==> config.mk <==
export PLATFORM = sky130hd
export DESIGN_NAME = phase_step_ctrl
export DESIGN_NICKNAME = d
export VERILOG_FILES = /design/src/rtl/pstep_pkg.sv /design/src/rtl/pstep_planner.sv /design/src/rtl/pstep_position.sv /design/src/rtl/pstep_seq.sv /design/src/rtl/phase_step_ctrl.sv
export SDC_FILE = /design/constraint.sdc
export NUM_CORES = 1
export LEC_CHECK = 0
export BUFFER_PORTS_ARGS = -buffer_cell sky130_fd_sc_hd__buf_2
export CAP_MARGIN = 25
export CORE_UTILIZATION = 40
export DETAILED_ROUTE_END_ITERATION = 8
export REMOVE_ABC_BUFFERS = 1
export SLEW_MARGIN = 30
export SYNTH_ARGS = -nofsm -noshare
export SYNTH_HDL_FRONTEND = slang
export SYNTH_SLANG_ARGS = --single-unit
==> constraint.sdc <==
create_clock -name clk -period 3.1 [get_ports clk]
set_clock_uncertainty 0.05 [all_clocks]
set_input_delay 0 -clock clk [delete_from_list [all_inputs] [get_ports clk]]
set_output_delay 0 -clock clk [all_outputs]
set_load 0.005 [all_outputs]
==> src/rtl/pstep_pkg.sv <==
package pstep_pkg;

  typedef enum logic [2:0] {
    ST_IDLE  = 3'd0,
    ST_ARM   = 3'd1,
    ST_PULSE = 3'd2,
    ST_WAIT  = 3'd3,
    ST_HOLD  = 3'd4
  } step_state_t;

  typedef struct packed {
    logic later;
    logic none;
  } plan_flags_t;

endpackage

==> src/rtl/pstep_planner.sv <==
module pstep_planner #(
  parameter int PHASE_W = 6
) (
  input  logic [PHASE_W-1:0]   cur,
  input  logic [PHASE_W-1:0]   tgt,
  output pstep_pkg::plan_flags_t flags,
  output logic [PHASE_W-1:0]   count
);
  localparam int HALF_I = 1 << (PHASE_W - 1);
  localparam logic [PHASE_W-1:0] HALF = PHASE_W'(HALF_I);

  logic [PHASE_W-1:0] fwd;
  logic [PHASE_W-1:0] back;

  always_comb begin
    fwd         = tgt - cur;
    back        = cur - tgt;
    flags.none  = (fwd == '0);
    flags.later = (fwd <= HALF);
    count       = flags.later ? fwd : back;
  end

endmodule

==> src/rtl/pstep_position.sv <==
module pstep_position #(
  parameter int PHASE_W = 6
) (
  input  logic               clk,
  input  logic               rst_n,
  input  logic               adv,
  input  logic               later,
  output logic [PHASE_W-1:0] pos
);
  localparam logic [PHASE_W-1:0] ONE = PHASE_W'(1);

  always_ff @(posedge clk or negedge rst_n) begin
    if (!rst_n)
      pos <= '0;
    else if (adv)
      pos <= later ? pos + ONE : pos - ONE;
  end

  AST_POS_UNIT_MOVE: assert property (@(posedge clk) disable iff (!rst_n)
    !$stable(pos) |-> (pos == $past(pos) + ONE) || (pos == $past(pos) - ONE));

endmodule

==> src/rtl/pstep_seq.sv <==
module pstep_seq #(
  parameter int PHASE_W = 6
) (
  input  logic               clk,
  input  logic               rst_n,
  input  logic               start,
  input  logic               plan_later,
  input  logic [PHASE_W-1:0] plan_count,
  input  logic               done,
  output logic               active,
  output logic               step,
  output logic               later,
  output logic               adv
);
  import pstep_pkg::*;

  localparam logic [PHASE_W-1:0] ONE = PHASE_W'(1);

  step_state_t        state;
  logic [PHASE_W-1:0] remain;

  always_ff @(posedge clk or negedge rst_n) begin
    if (!rst_n) begin
      state  <= ST_IDLE;
      remain <= '0;
      later  <= 1'b0;
    end else begin
      case (state)
        ST_IDLE: if (start) begin
          state  <= ST_ARM;
          remain <= plan_count;
          later  <= plan_later;
        end
        ST_ARM:   state <= ST_PULSE;
        ST_PULSE: state <= ST_WAIT;
        ST_WAIT: if (done) begin
          remain <= remain - ONE;
          state  <= (remain == ONE) ? ST_HOLD : ST_PULSE;
        end
        ST_HOLD:  state <= ST_IDLE;
        default:  state <= ST_IDLE;
      endcase
    end
  end

  always_comb begin
    active = (state != ST_IDLE);
    step   = (state == ST_PULSE);
    adv    = (state == ST_WAIT) && done;
  end

  AST_STEP_SINGLE: assert property (@(posedge clk) disable iff (!rst_n)
    step |=> !step);
  AST_DIR_HELD: assert property (@(posedge clk) disable iff (!rst_n)
    active && $past(active) |-> $stable(later));
  AST_REMAIN_LIVE: assert property (@(posedge clk) disable iff (!rst_n)
    (state == ST_PULSE || state == ST_WAIT) |-> remain != '0);
  AST_NO_ADV_IDLE: assert property (@(posedge clk) disable iff (!rst_n)
    !active |-> !adv);

endmodule

==> src/rtl/phase_step_ctrl.sv <==
module phase_step_ctrl #(
  parameter int PHASE_W  = 6,
  parameter int SEL_W    = 2,
  parameter int ADJ_IDX  = 2,
  parameter int IDLE_IDX = 0
) (
  input  logic               clk,
  input  logic               rst_n,
  input  logic               req_valid,
  output logic               req_ready,
  input  logic [PHASE_W-1:0] req_target,
  output logic [SEL_W-1:0]   pll_sel,
  output logic               pll_step,
  output logic               pll_dir,
  input  logic               pll_done,
  output logic               busy,
  output logic [PHASE_W-1:0] cur_phase
);
  localparam logic [SEL_W-1:0] SEL_ADJ  = SEL_W'(ADJ_IDX);
  localparam logic [SEL_W-1:0] SEL_IDLE = SEL_W'(IDLE_IDX);

  pstep_pkg::plan_flags_t flags;
  logic [PHASE_W-1:0]     plan_count;
  logic                   take;
  logic                   start;
  logic                   adv;

  pstep_planner #(.PHASE_W(PHASE_W)) u_plan (
    .cur   (cur_phase),
    .tgt   (req_target),
    .flags (flags),
    .count (plan_count)
  );

  pstep_seq #(.PHASE_W(PHASE_W)) u_seq (
    .clk        (clk),
    .rst_n      (rst_n),
    .start      (start),
    .plan_later (flags.later),
    .plan_count (plan_count),
    .done       (pll_done),
    .active     (busy),
    .step       (pll_step),
    .later      (pll_dir),
    .adv        (adv)
  );

  pstep_position #(.PHASE_W(PHASE_W)) u_pos (
    .clk   (clk),
    .rst_n (rst_n),
    .adv   (adv),
    .later (pll_dir),
    .pos   (cur_phase)
  );

  always_comb begin
    req_ready = !busy;
    take      = req_valid && req_ready;
    start     = take && !flags.none;
    pll_sel   = busy ? SEL_ADJ : SEL_IDLE;
  end

  AST_SEL_HELD: assert property (@(posedge clk) disable iff (!rst_n)
    busy && $past(busy) |-> $stable(pll_sel));
  AST_STEP_SELECTED: assert property (@(posedge clk) disable iff (!rst_n)
    pll_step |-> busy && pll_sel == SEL_ADJ);
  AST_NO_READY_BUSY: assert property (@(posedge clk) disable iff (!rst_n)
    busy |-> !req_ready);
  AST_IDLE_STILL: assert property (@(posedge clk) disable iff (!rst_n)
    !busy && !$past(busy) |-> $stable(cur_phase));

endmodule

==> results.ini <==
[outcome]
status=completed

[grt]
grt_max_degree=17
grt_usage=0.1835
grt_overflow=0
antenna_found_initial=0
grt_pass1_vias=1298
grt_first_pass_wirelength_mm=5.865

[synth]
synthTopCellsByCount=inv_1, dfrtp_1, ha_1, nor2_1, a21oi_1
synth-edff-count=0
synth_top_cell_area_share=0.2625
ys.flop_type=dfrtp_1
synth_largest_area_cell=dfrtp_1
synth_xor_area_frac=0.07383
synth_most_common_cell=inv_1
netlist_area_um2=1525
syn-instance-count=178
synthArstFlopShare=1.000
ys_seq_area_frac=0.2625
synth-compound-area-share=0.2043
synth_top_family_by_area=simple AND/OR/NAND/NOR gates
muxShareOfSynthArea=0.006563
synth_seq_cells=16
yosys.cell_types.count=52
avgSynthCellArea_um2=8.569
yosys.area_share.simple=0.2116
synth_area_leaders=dfrtp_1, ha_1, a21oi_1
synth_adder_area_share=0.1706
synth_warnings=0

[clock_tree]
root_buffer=clkbuf_8
clk_pin_slew_ps=70
cts_buffers=3
cts_tree=built
clock_path_buffers=2
clock-sinks=16
cts_setup_buffers=0
cts-resized-gates=0
h-tree-depth=1
clk-insertion-delay-late_ps=250

[route]
wl_mm=3.434
antenna_left=0
via_per_inst=5.325
vias=1310
first_pass_iters=4
drc=0
drt_iter0_markers=65
wl_per_cell_um=13.96

[setup_path]
path_class=register to register
path_cells=ha_1, fa_1, nand2b_1, a21oi_1, xor2_1, nor3_2, a21oi_4, or2_4, o2111a_1
r2r_start=u_pos.pos[0]
worst_setup_path_start_kind=register
worst_setup_path_end_kind=register
critPathMaxStageDelay_ps=440
ff2ff_path_depth=9
rr_endpoint=u_seq.remain[4]
rrSetupSlack_ps=480
critPathSlowestCell=dfrtp_1
crit_family=simple AND/OR/NAND/NOR gates
cp.arrival_ps=2710
cp_num_buf_inv=0
worstPathMaxFanout=5
worstPathRequired_ps=3190

[sta]
fmax_ghz=0.3816
holdWs_ps=18.32
setup_violations=0
rsz0062_at_grt=false
finalCriticalPeriod_ps=2620
setup_ws_ps=479.7
slew_violations=0
hold_violations=0
fin_setup_tns_ps=0
fin_crit_sh=0.8453

[hold_path]
min_to=u_seq.state[2]
min_path_cells=3
hold_path_startpoint=pll_done
worst_hold_path_type=primary input to register

[floorplanning]
die_w_um=63.75
fp.dieH_um=63.75
rows=22
ios=22
start_util=0.4166
die-area_um2=4064
core_um2=3661

[placed_design]
dp_slack_ps=477.3
place_congestion=0.8806
io_buffers=20
place_area_um2=1653
dp_hpwl_mm=2.797

[final_layout]
antennaDiodeCount=0
finish.utilization=0.4692
fin_nets=228
drive_above_1_share=0.1717
layout-area-overhead-vs-synth_pct=12.63
final_area_um2=1718

[power_and_ir_drop]
worst_ir_drop_vdd_mv=0.5602
leakage_uw=0.0008176
p_per_area_nw_per_um2=1059

[run]
maxCapViolations=0

-- final cells by class --
class                   instances  area, um^2
flip-flops and latches         16       400.4
multi-input cells             139        1021
inverters                      17       63.81
clock buffers                   4       55.05
fillers                       368        1943
repair buffers                 22       117.6
well taps                      48       60.06
-- stage by stage --
stage                     std cells  power, uW
after floorplan                 172       1313
after global placement          241       1582
after detailed placement        241       1625
after CTS                       246       1823
after global routing            246       1989
final                           246       1820
-- report_power, final --
group | switching [uW] | internal [uW]
combinational | 673 | 531
sequential | 123 | 302
clock | 77.8 | 113
total | 874 | 945
-- per-layer routing --
| layer | GRT usage | up-vias | wire length, um |
|---|---|---|---|
| li1 | - | 656 | - |
| met5 | 0 | - | 0 |
| met3 | 0.04107 | 6 | 163 |
| met4 | 0.04545 | 0 | 66 |
| met2 | 0.3152 | 35 | 1668 |
| met1 | 0.2312 | 613 | 1535 |
-- layout by cell type (no fill, tap or decap), types with 4 or more instances in the layout --
cell	netlist	routed
buf_2	2	20
inv_1	17	17
nor2_1	16	16
ha_1	16	16
dfrtp_1	16	16
a21oi_1	14	14
nand2_1	13	13
o21ai_0	10	10
nor3_1	8	8
xor2_1	7	7
xnor2_1	4	4
clkbuf_8	0	4
-- worst max path at each step --
stage | from | cells past startpoint | endpoint | slack, ps
after floorplan | u_pos.pos[0] | 9 | u_seq.remain[3] | 450
after global placement | u_pos.pos[0] | 9 | u_seq.remain[3] | 570
after detailed placement | u_pos.pos[0] | 9 | u_seq.remain[3] | 480
after CTS | u_pos.pos[0] | 9 | u_seq.remain[3] | 470
after global routing | u_pos.pos[0] | 10 | u_seq.remain[1] | 320
final | u_pos.pos[0] | 9 | u_seq.remain[4] | 480
-- registers in the layout, indices dropped and copies added (netlist names) --
signal	cells
u_seq.state	3
u_seq.later	1
u_seq.remain	6
u_pos.pos	6
-- worst register-to-register path, stage by stage, from the launching register on --
cell,delay [ps]
dfrtp_1,440
ha_1,230
fa_1,390
nand2b_1,150
a21oi_1,160
xor2_1,110
nor3_2,330
a21oi_4,130
or2_4,270
o2111a_1,230
-- timing repair --
action	in CTS	in global routing
endpoints found under the setup margin	0	0
hold buffers	1	0
hold endpoints to repair	16	0
-- kinds of logic after synthesis --
| kind of cell | after synthesis |
|---|---|
| adders and majority gates | 19 |
| and+or+nand+nor | 61 |
| AOI/OAI and AO/OA | 45 |
| other | 1 |
| xor gates and xnor gates | 12 |
| buffers and inverters | 23 |
| muxes | 1 |
| DFF | 16 |
No activity file was read; power rests on OpenSTA's default activity.
